$ cat src/rtl/wkt_pkg.sv
package wkt_pkg;

  typedef enum logic [1:0] {
    ST_RUN  = 2'd0,
    ST_CYC  = 2'd1,
    ST_TIME = 2'd2,
    ST_DONE = 2'd3
  } wkt_state_e;

  localparam logic [2:0] SRC_XTAL_HI  = 3'b000;
  localparam logic [2:0] SRC_XTAL_MID = 3'b001;
  localparam logic [2:0] SRC_XTAL_LO  = 3'b010;

  localparam int unsigned TICK_FLOOR = 60;
  localparam int unsigned TICK_CEIL  = 100;

  // Crystal codes take the long count; every other code takes the short one.
  function automatic int unsigned cycles_for_source(input logic [2:0] sel,
                                                    input int unsigned xtal_n,
                                                    input int unsigned fast_n);
    int unsigned r;
    case (sel)
      SRC_XTAL_HI, SRC_XTAL_MID, SRC_XTAL_LO: r = xtal_n;
      default:                                r = fast_n;
    endcase
    return r;
  endfunction

  // Keep the settling tick count inside the permitted window.
  function automatic int unsigned settle_ticks_eff(input int unsigned n);
    int unsigned r;
    if (n < TICK_FLOOR)      r = TICK_FLOOR;
    else if (n > TICK_CEIL)  r = TICK_CEIL;
    else                     r = n;
    return r;
  endfunction

endpackage

$ cat src/rtl/wkt_tick_sync.sv
module wkt_tick_sync #(
  parameter int unsigned STAGES = 2
) (
  input  logic clk,
  input  logic arst_n,
  input  logic tick_in,
  output logic rise_o
);
  localparam int unsigned NS = (STAGES < 2) ? 2 : STAGES;

  logic [NS-1:0] sh_q;
  logic          last_q;

  genvar gi;
  generate
    for (gi = 0; gi < NS; gi++) begin : g_stage
      if (gi == 0) begin : g_first
        always_ff @(posedge clk or negedge arst_n) begin
          if (!arst_n) sh_q[0] <= 1'b0;
          else         sh_q[0] <= tick_in;
        end
      end else begin : g_next
        always_ff @(posedge clk or negedge arst_n) begin
          if (!arst_n) sh_q[gi] <= 1'b0;
          else         sh_q[gi] <= sh_q[gi-1];
        end
      end
    end
  endgenerate

  always_ff @(posedge clk or negedge arst_n) begin
    if (!arst_n) last_q <= 1'b0;
    else         last_q <= sh_q[NS-1];
  end

  assign rise_o = sh_q[NS-1] & ~last_q;
endmodule

$ cat src/rtl/wkt_counter.sv
module wkt_counter #(
  parameter int unsigned W = 8
) (
  input  logic         clk,
  input  logic         arst_n,
  input  logic         clr,
  input  logic         inc,
  input  logic [W-1:0] last,
  output logic         hit_o
);
  logic [W-1:0] cnt_q;

  assign hit_o = inc && !clr && (cnt_q == last);

  always_ff @(posedge clk or negedge arst_n) begin
    if (!arst_n)            cnt_q <= '0;
    else if (clr || hit_o)  cnt_q <= '0;
    else if (inc)           cnt_q <= cnt_q + 1'b1;
  end
endmodule

$ cat src/rtl/wkt_fsm.sv
module wkt_fsm
  import wkt_pkg::*;
(
  input  logic       clk,
  input  logic       arst_n,
  input  logic       wake,
  input  logic       cyc_hit,
  input  logic       time_hit,
  output wkt_state_e st_o
);
  wkt_state_e st_q, st_d;

  always_comb begin
    st_d = st_q;
    if (wake) begin
      st_d = ST_CYC;
    end else begin
      case (st_q)
        ST_CYC:  if (cyc_hit)  st_d = ST_TIME;
        ST_TIME: if (time_hit) st_d = ST_DONE;
        ST_DONE: st_d = ST_RUN;
        default: st_d = ST_RUN;
      endcase
    end
  end

  always_ff @(posedge clk or negedge arst_n) begin
    if (!arst_n) st_q <= ST_CYC;
    else         st_q <= st_d;
  end

  assign st_o = st_q;
endmodule

$ cat src/rtl/wake_gate_timer.sv
module wake_gate_timer
  import wkt_pkg::*;
#(
  parameter int unsigned XTAL_CYCLES  = 992,
  parameter int unsigned FAST_CYCLES  = 224,
  parameter int unsigned SETTLE_TICKS = 80,
  parameter int unsigned SYNC_STAGES  = 2
) (
  input  logic       clk_osc,
  input  logic       arst_n,
  input  logic       wake_req,
  input  logic [2:0] src_sel,
  input  logic       us_tick,
  output logic       cpu_clk_en,
  output logic       ready_pulse
);
  localparam int unsigned CYC_MAX   = (XTAL_CYCLES > FAST_CYCLES) ? XTAL_CYCLES : FAST_CYCLES;
  localparam int unsigned CYC_W     = $clog2(CYC_MAX + 1);
  localparam int unsigned TICKS_EFF = settle_ticks_eff(SETTLE_TICKS);
  localparam int unsigned TIME_W    = $clog2(TICK_CEIL + 1);

  // Named internal events, also observed by the bound checker.
  wkt_state_e        st;
  logic              tick_rise;
  logic              cyc_hit;
  logic              time_hit;
  logic              first_q;
  logic [2:0]        sel_q;
  logic [2:0]        eff_sel;
  logic [CYC_W-1:0]  cyc_last;
  logic [TIME_W-1:0] time_last;

  // Select capture: first edge after reset, or the wake edge.
  always_ff @(posedge clk_osc or negedge arst_n) begin
    if (!arst_n) begin
      sel_q   <= SRC_XTAL_HI;
      first_q <= 1'b1;
    end else begin
      if (first_q || wake_req) sel_q <= src_sel;
      first_q <= 1'b0;
    end
  end

  assign eff_sel   = first_q ? src_sel : sel_q;
  assign cyc_last  = CYC_W'(cycles_for_source(eff_sel, XTAL_CYCLES, FAST_CYCLES) - 1);
  assign time_last = TIME_W'(TICKS_EFF - 1);

  wkt_tick_sync #(.STAGES(SYNC_STAGES)) u_sync (
    .clk     (clk_osc),
    .arst_n  (arst_n),
    .tick_in (us_tick),
    .rise_o  (tick_rise)
  );

  wkt_counter #(.W(CYC_W)) u_cyc_cnt (
    .clk    (clk_osc),
    .arst_n (arst_n),
    .clr    (wake_req || (st != ST_CYC)),
    .inc    (st == ST_CYC),
    .last   (cyc_last),
    .hit_o  (cyc_hit)
  );

  wkt_counter #(.W(TIME_W)) u_time_cnt (
    .clk    (clk_osc),
    .arst_n (arst_n),
    .clr    (wake_req || (st != ST_TIME)),
    .inc    ((st == ST_TIME) && tick_rise),
    .last   (time_last),
    .hit_o  (time_hit)
  );

  wkt_fsm u_fsm (
    .clk      (clk_osc),
    .arst_n   (arst_n),
    .wake     (wake_req),
    .cyc_hit  (cyc_hit),
    .time_hit (time_hit),
    .st_o     (st)
  );

  assign cpu_clk_en  = (st == ST_RUN) || (st == ST_DONE);
  assign ready_pulse = (st == ST_DONE);
endmodule

$ cat config.mk
export PLATFORM = sky130hd
export DESIGN_NAME = wake_gate_timer
export DESIGN_NICKNAME = d
export VERILOG_FILES = /design/src/rtl/wkt_pkg.sv /design/src/rtl/wkt_tick_sync.sv /design/src/rtl/wkt_counter.sv /design/src/rtl/wkt_fsm.sv /design/src/rtl/wake_gate_timer.sv
export SDC_FILE = /design/constraint.sdc
export NUM_CORES = 1
export LEC_CHECK = 0
export BUFFER_PORTS_ARGS = -buffer_cell sky130_fd_sc_hd__buf_2
export CAP_MARGIN = 20
export CORE_UTILIZATION = 42
export DETAILED_ROUTE_END_ITERATION = 16
export GPL_TIMING_DRIVEN = 0
export SYNTH_ARGS = -nofsm -noshare
export SYNTH_HDL_FRONTEND = slang
export SYNTH_HIERARCHICAL = 1
export SYNTH_SLANG_ARGS = --single-unit
$ cat constraint.sdc
create_clock -name clk_osc -period 4 [get_ports clk_osc]
set_clock_uncertainty 0.05 [all_clocks]
set_input_delay 0.4 -clock clk_osc [delete_from_list [all_inputs] [get_ports clk_osc]]
set_output_delay 0.4 -clock clk_osc [all_outputs]
set_load 0.01 [all_outputs]
==> results of run 1 <==
-- metal layers --
layer / GRT usage / wire length [um] / part of all wire / up-vias
met5: 0 / 0 / 0 / -
met4: 0.0669 / 40 / 0.015 / 0
met3: 0.0380 / 74 / 0.028 / 5
met2: 0.257 / 1250 / 0.47 / 11
met1: 0.191 / 1270 / 0.48 / 538
li1: - / - / - / 546
-- power by group through the flow --
| stage | registers (mW) | clock network, mW | logic, mW |
|---|---|---|---|
| 2_1_floorplan | 0.314 | 0 | 0.184 |
| 3_3_place_gp | 0.319 | 0 | 0.220 |
| 3_5_place_dp | 0.322 | 0 | 0.228 |
| 4_1_cts | 0.316 | 0.228 | 0.230 |
| 5_1_grt | 0.320 | 0.238 | 0.260 |
| 6_report | 0.316 | 0.218 | 0.228 |
-- area by class of cell --
class	count	area, um^2	share of cell area
Clock inverter	1	30.0	0.0168
Sequential cell	26	653	0.365
Multi-Input combinational cell	125	916	0.511
Clock buffer	3	41.3	0.0230
Inverter	7	26.3	0.0147
Timing Repair Buffer	8	40.0	0.0223
Buffer	4	27.5	0.0154
Tap cell	46	57.6	0.0321
-- Yosys cell counts --
cell       count  area (um^2)
nand2b_1       3         18.8
o31ai_4        1         21.3
xor2_1        13          114
a21oi_1        4         20.0
nor2_1        15         56.3
nand2_1        5         18.8
nor2_2         1         6.26
xnor2_1       17          149
nor2b_4        2         27.5
buf_6          1         11.3
mux2i_1        2         20.0
conb_1         2         7.51
and4_2         1         10.0
a21oi_2        1         8.76
o2111ai_1      1         8.76
and2b_1        1         7.51
ha_1           7         87.6
and3_1         2         12.5
buf_2          1         5.00
o21ai_0        1         5.00
a2111o_1       1         11.3
mux2_1         3         33.8
dfrtp_1       24          601
nand4_1        6         37.5
nor4_2         2         25.0
buf_4          1         7.51
mux2_4         1         15.0
a41o_1         1         10.0
a41oi_1        1         8.76
buf_1          1         3.75
o31a_2         1         10.0
nand4_2        1         12.5
nor3_1         3         15.0
a211oi_1       6         45.0
inv_1          7         26.3
and2_1         2         12.5
a21o_2         2         17.5
nand3_1        2         10.0
dfstp_2        2         52.6
-- how the worst min path moves through the flow --
| stage | to | start | depth (start not counted) |
|---|---|---|---|
| 2_1_floorplan | sel_q[0] | arst_n | 0 |
| 3_3_place_gp | u_sync/sh_q[1] | u_sync/sh_q[0] | 0 |
| 3_5_place_dp | u_sync/sh_q[1] | u_sync/sh_q[0] | 0 |
| 4_1_cts | sel_q[0] | arst_n | 1 |
| 5_1_grt | sel_q[2] | arst_n | 1 |
| 6_report | sel_q[2] | arst_n | 1 |
-- registers in the layout (all words and copies together) (netlist names) --
register,count
sel_q,3
u_sync/last_q,1
u_cyc_cnt/cnt_q,10
u_time_cnt/cnt_q,7
u_sync/sh_q,2
u_fsm/st_o,2
first_q,1
-- critical path, delay by kind of cell, from the launching register on --
| kind | cells | cell delay [ns] |
|---|---|---|
| muxes | 1 | 0.31 |
| AOI/OAI and AO/OA | 1 | 0.15 |
| adders and majority gates | 1 | 0.15 |
| buffers and inverters | 3 | 0.31 |
| and+or+nand+nor | 4 | 1.01 |
| DFF | 1 | 0.41 |
-- per-stage QoR --
step            util  worst slack, ns  total power, mW  instance area (um^2)  instances
2_1_floorplan      -             1.86            0.498                  1620        162
3_3_place_gp   0.496             1.51            0.539                  1720        216
3_5_place_dp   0.496             1.45            0.550                  1720        216
4_1_cts        0.517             1.48            0.774                  1790        220
5_1_grt        0.517             1.26            0.818                  1790        220
6_report       0.517             1.49            0.762                  1790        220
-- cells by family (layout without fill, tap and decap cells) --
| family | Yosys count | count (layout) |
|---|---|---|
| AND/OR/NAND/NOR | 46 | 46 |
| XOR/XNOR | 30 | 30 |
| flip-flops | 26 | 26 |
| AO/OA/AOI/OAI | 20 | 20 |
| buffers and inverters | 11 | 23 |
| adder cells (fa/ha/maj) | 7 | 7 |
| multiplexers | 6 | 6 |
| other | 2 | 16 |
==> summary.md, run 1 <==
| Metric | Value |
|---|---|
| Max-cap viol count | `0` |
| Register area share after synthesis | `0.416` |
| Combinational fraction of design power | `0.299` |
| Largest family of logic cells by synthesized area | `simple AND/OR/NAND/NOR gates` |
| Internal power | `0.531 mW` |
| Crit. End Element | `flop` |
| Min Tclk post-route | `2.51 ns` |
| DR WL/cell | `12.0 um` |
| Area Overhead vs Synth | `14.1%` |
| Antenna Cells | `0` |
| Mapped Cells | `148` |
| Largest net degree at the start of global routing | `27` |
| Fmax | `0.399 GHz` |
| Setup violators final | `0` |
| Cell Area, Synth | `around 1600 um^2` |
| First-pass GRT wire length | `4820 um` |
| Initial antenna violation count | `0` |
| RSZ-0062 raised after global routing | `false` |
| FF-to-FF path depth | `10` |
| Capturing point of the worst reg2reg path | `u_fsm/st_o[1]` |
| Core Box Area | `3470 um^2` |
| Max VDD drop | `approximately 230 uV` |
| Worst EP arrival | `approximately 2.6 ns` |
| Skew-Pair Late Insertion Delay | `0.27 ns` |
| Min-delay worst type | `in -> async` |
| Sw Pwr | `0.231 mW` |
| CP Max Fanout | `8` |
| Reg power frac | `0.415` |
| GR Overflow Total | `0` |
| Row cnt | `21` |
| Drt initial violations | `53` |
| Die area | `3990 um^2` |
| Crit Path Class | `reg -> reg` |
| Total GRT Usage | `0.155` |
| WHS | `0.0538 ns` |
| Final Hold Violating Endpoints | `0` |
| WP data required | `between 4 and 5 ns` |
| Startpoint types | `flop` |
| Period utilization | `0.627` |
| Commonest cells after routing, fill and taps aside | `dfrtp_1 (24), xnor2_1 (17), conb_1 (16)` |
| Synth Area in Compound Gates | `0.106` |
| Starting Density | `0.453` |
| Mux contribution to synthesized area | `0.0438` |
| DR vias | `1100` |
| Die Span Y | `63.1 um` |
| Fillers | `339` |
| Clock buffer depth | `2` |
| # nets final | `189` |
| Simple-gate portion of the synthesized area | `0.172` |
| Syn Area/Cell | `10.6 um^2` |
| P_leak | `0.811 nW` |
| Switching Fraction | `0.303` |
| Commonest non-fill, non-tap cell in the layout | `dfrtp_1` |
| DRC viols | `0` |
| CP startpoint | `u_fsm/st_o[0]` |
| Placer Congestion | `0.746` |
| Worst-path clk slew | `~0.090 ns` |
| Worst-Margin Slew | `0.708 ns` |
| Post-DP HPWL | `roughly 1900 um` |
| Vias per inst | `~5` |
| Worst reg2reg path startpoint | `u_fsm/st_o[0]` |
| Clock power share | `0.285` |
| CTS Sinks | `26` |
| Root Driver | `clkbuf_8` |
| Flops & latches, synth | `26` |
| R2R setup slack | `~1.5 ns` |
| Status | `complete, no violations` |
| Ports | `9` |
| H-tree depth | `1` |
| CP max stage delay | `0.53 ns` |
| Die width | `around 63 um` |
| Hold-fix buffers at CTS | `0` |
| Max-slew violation count | `0` |
| Number of global-route vias before repair | `1117` |
| Synth cell types | `39` |
| CTS Buf Count | `3` |
| DR pass1 iterations | `4` |
| P per Cell Area | `425 nW/um^2` |
| Input/output buffers | `8` |
| CP max-delay cell | `nor4_2` |
| Critical Path Sink | `u_fsm/st_o[1]` |
| Detailed Route WL | `2630 um` |
| TritonCTS clock tree | `done` |
| CTS resizes | `0` |
| Post-CTS setup buffers | `0` |
| Post-route antenna net violation count | `0` |
| Ys Warns | `6` |
| Setup tns final | `0 ns` |
| Share of cells above drive strength 1 | `0.172` |
| Adder-cell area share of the yosys netlist | `0.0558` |
| XOR/XNOR Fraction of Synth Area | `0.167` |
| Crit-path cells | `inv_1 > ha_1 > nand2b_1 > buf_1 > nand2b_1 > nor4_2 > and2_1 > inv_1 > a21oi_2 > mux2_4` |
| Slew headroom | `0.524` |
Note: power is estimated with default switching activity, not from simulation.
==> run 2: changes to the inputs <==
Clock period 4 ns to 2.2 ns, I/O delays scaled along.
==> run 2 against run 1 <==
Compared with the run above: via count rose by 1.5%; count of clock-buffer cells in the layout did not move; maximum frequency rose by 20%; die area did not move; worst setup slack got worse by 1.4 ns; sequential power rose by 81%; combinational power rose by 94%; cell area rose by 3.8%; sequential share of layout area fell by 1.3 points; wire length rose by 1.5%; register-to-register slack got worse by 1.4 ns; flip-flop and latch count did not move; largest power group unchanged.
==> summary.md, run 2 (synthesized netlist as in run 1, its figures left out) <==
| Metric | Value |
|---|---|
| Status | `complete, no violations` |
| Largest reg by FF count | `u_cyc_cnt/cnt_q` |
| Antenna Cells | `0 (unchanged)` |
| RSZ-0062 raised after global routing | `false` |
| WP data required | `2.32 ns (-1.80 ns)` |
| Clock power share | `0.281 (-0.004)` |
| Commonest cells after routing, fill and taps aside | `dfrtp_1 (23), xnor2_1 (17), conb_1 (16)` |
| CTS Sinks | `26 (unchanged)` |
| Top routing layer in use | `met4` |
| Max VDD drop | `430 uV (+84%)` |
| CP startpoint | `first_q` |
| Setup violators final | `0 (unchanged)` |
| Root Driver | `clkbuf_8` |
| Reg power frac | `0.406 (-0.009)` |
| Final Non-Filler Cells | `223 (+1.4%)` |
| FF-to-FF path depth | `8 (-2)` |
| First-pass GRT wire length | `4860 um (+0.70%)` |
| Fillers | `325 (-4.1%)` |
| DR pass1 iterations | `4 (unchanged)` |
| Startpoint types | `flop` |
| Detail Route met3 WL | `80 um (+8.1%)` |
| Clock buffer depth | `2 (unchanged)` |
| Skew-Pair Late Insertion Delay | `0.28 ns (about the same)` |
| Worst reg2reg path startpoint | `first_q` |
| Post-DP HPWL | `1940 um (unchanged)` |
| Initial antenna violation count | `0 (unchanged)` |
| Crit Path Class | `reg -> reg` |
| Row cnt | `21 (unchanged)` |
| Vias per inst | `5.00 (about the same)` |
| Worst EP arrival | `2.21 ns (-0.42 ns)` |
| Area Overhead vs Synth | `18.5%` |
| Combinational fraction of design power | `0.313 (+0.014)` |
| Setup slack after placement | `-0.310 ns (-1.76 ns)` |
| Hold Startpoint | `src_sel[2]` |
| Die Span Y | `63.1 um (unchanged)` |
| Hold Crit Depth | `2` |
| CTS Buf Count | `3 (unchanged)` |
| Number of global-route vias before repair | `1124 (+0.63%)` |
| R2R setup slack | `0.11 ns (-1.39 ns)` |
| Drt initial violations | `55 (+3.8%)` |
| Metal2 WL | `1290 um (+2.9%)` |
| DR WL/cell | `12.0 um (+0.12%)` |
| Starting Density | `0.453 (unchanged)` |
| Period utilization | `0.952 (+0.325)` |
| Commonest non-fill, non-tap cell in the layout | `dfrtp_1` |
| # nets final | `192 (+1.6%)` |
| Largest net degree at the start of global routing | `27 (unchanged)` |
| Crit. End Element | `flop` |
| Die area | `3990 um^2 (unchanged)` |
| P_leak | `0.841 nW (+3.7%)` |
| H-tree depth | `1 (unchanged)` |
| CP Max Fanout | `3 (-5)` |
| DP Cell Count | `216 (unchanged)` |
| Die width | `63.1 um (unchanged)` |
| Fmax | `0.478 GHz (+20%)` |
| Switching Fraction | `0.305 (+0.00127)` |
| DRC viols | `0 (unchanged)` |
| Total GRT Usage | `0.157 (+0.00155)` |
| Post-route antenna net violation count | `0 (unchanged)` |
| Sum of routed wire segments on met1 | `1260 um (-0.16%)` |
| Internal power | `0.983 mW (+85%)` |
| Final Hold Violating Endpoints | `0 (unchanged)` |
| Max-slew violation count | `0 (unchanged)` |
| Min-delay worst type | `in -> reg` |
| Input/output buffers | `8 (unchanged)` |
| GR Overflow Total | `0 (unchanged)` |
| Share of cells above drive strength 1 | `0.203 (+0.0310)` |
| Ports | `9 (unchanged)` |
| TritonCTS clock tree | `done` |
| Detailed Route WL | `2670 um (+1.5%)` |
| Max-cap viol count | `0 (unchanged)` |
| Largest regs | `u_cyc_cnt/cnt_q (10), u_time_cnt/cnt_q (7), sel_q (3)` |
| Sw Pwr | `0.430 mW (+86%)` |
| Worst-path clk slew | `0.09 ns (about the same)` |
| Min Tclk post-route | `2.09 ns (-0.413 ns)` |
| Tot Pwr | `1.41 mW (+85%)` |
| Max reg flops | `10 (unchanged)` |
| Placer Congestion | `0.746 (unchanged)` |
| Core Box Area | `3470 um^2 (unchanged)` |
| P per Cell Area | `760 nW/um^2 (+79%)` |
| Worst-Margin Slew | `0.570 ns (-0.138 ns)` |
| Fin worst setup slack | `0.106 ns (-1.39 ns)` |
| Capturing point of the worst reg2reg path | `u_fsm/st_o[1]` |
| Slew headroom | `0.620 (+0.0961)` |
| Hold Path End | `sel_q[2]` |
| DR vias | `1116 (+1.5%)` |
## run 2: cell count changes in the layout (fill, tap and decap cells not counted), sizes merged
cell | before | now
clkbuf | 3 | 4
dlygate4sd3 | 0 | 2
## run 2: final cells by class
type	count	area, um^2	share of cell area
plain buffers	3	26.3	0.0141
clock buffers	3	41.3	0.0222
clock inverters	1	30.0	0.0161
inverters	7	26.3	0.0141
multi-input cells	125	950	0.510
flip-flops and latches	26	654	0.352
well taps	46	57.6	0.0309
repair buffers	12	75.1	0.0403
## run 2: how the worst max path moves through the flow
stage,to,cells after the start
floorplan,u_fsm/st_o[1],10
global placement,u_fsm/st_o[1],10
detailed placement,u_fsm/st_o[1],10
CTS,u_fsm/st_o[1],6
global route,u_fsm/st_o[1],10
finish,u_fsm/st_o[1],8
## run 2: power by group through the flow
stage / clock, mW / sequential, mW / combinational [mW]
CTS: 0.415 / 0.575 / 0.421
finish: 0.397 / 0.573 / 0.443
detailed placement: 0 / 0.585 / 0.415
floorplan: 0 / 0.571 / 0.334
global route: 0.433 / 0.580 / 0.502
global placement: 0 / 0.580 / 0.400
## run 2: repair_timing
action | 4_1_cts | 5_1_grt
setup buffers | 1 | 1
pin swaps | 1 | 2
gates resized for setup | 2 | 6
hold buffers | 2 | 0
hold endpoints to repair | 25 | 0
endpoints found under the setup margin | 2 | 1
## run 2: worst max-delay path, cell delays in order (launching register included)
cell and delay [ns]:
dfstp_2 0.56, a211oi_1 0.05, a21o_2 0.22, xnor2_1 0.15, nand3_1 0.19, nor3_4 0.26
nor2b_4 0.07, a21oi_2 0.13, mux2_4 0.31
## run 2: metrics by stage
stage | utilization | hold WS (ns) | instance area, um^2 | TNS, ns
2_1_floorplan | - | -0.126 | 1620 | 0
3_3_place_gp | 0.496 | 0.189 | 1720 | -0.318
3_5_place_dp | 0.496 | 0.204 | 1720 | -0.426
4_1_cts | 0.527 | 0.107 | 1830 | 0
5_1_grt | 0.536 | 0.117 | 1860 | 0
6_report | 0.536 | 0.115 | 1860 | 0
## run 2: per-layer routing
layer / vias up / global-route usage
met5: - / 0
met1: 548 / 0.190
met2: 11 / 0.263
li1: 552 / -
met4: 0 / 0.0669
met3: 5 / 0.0380
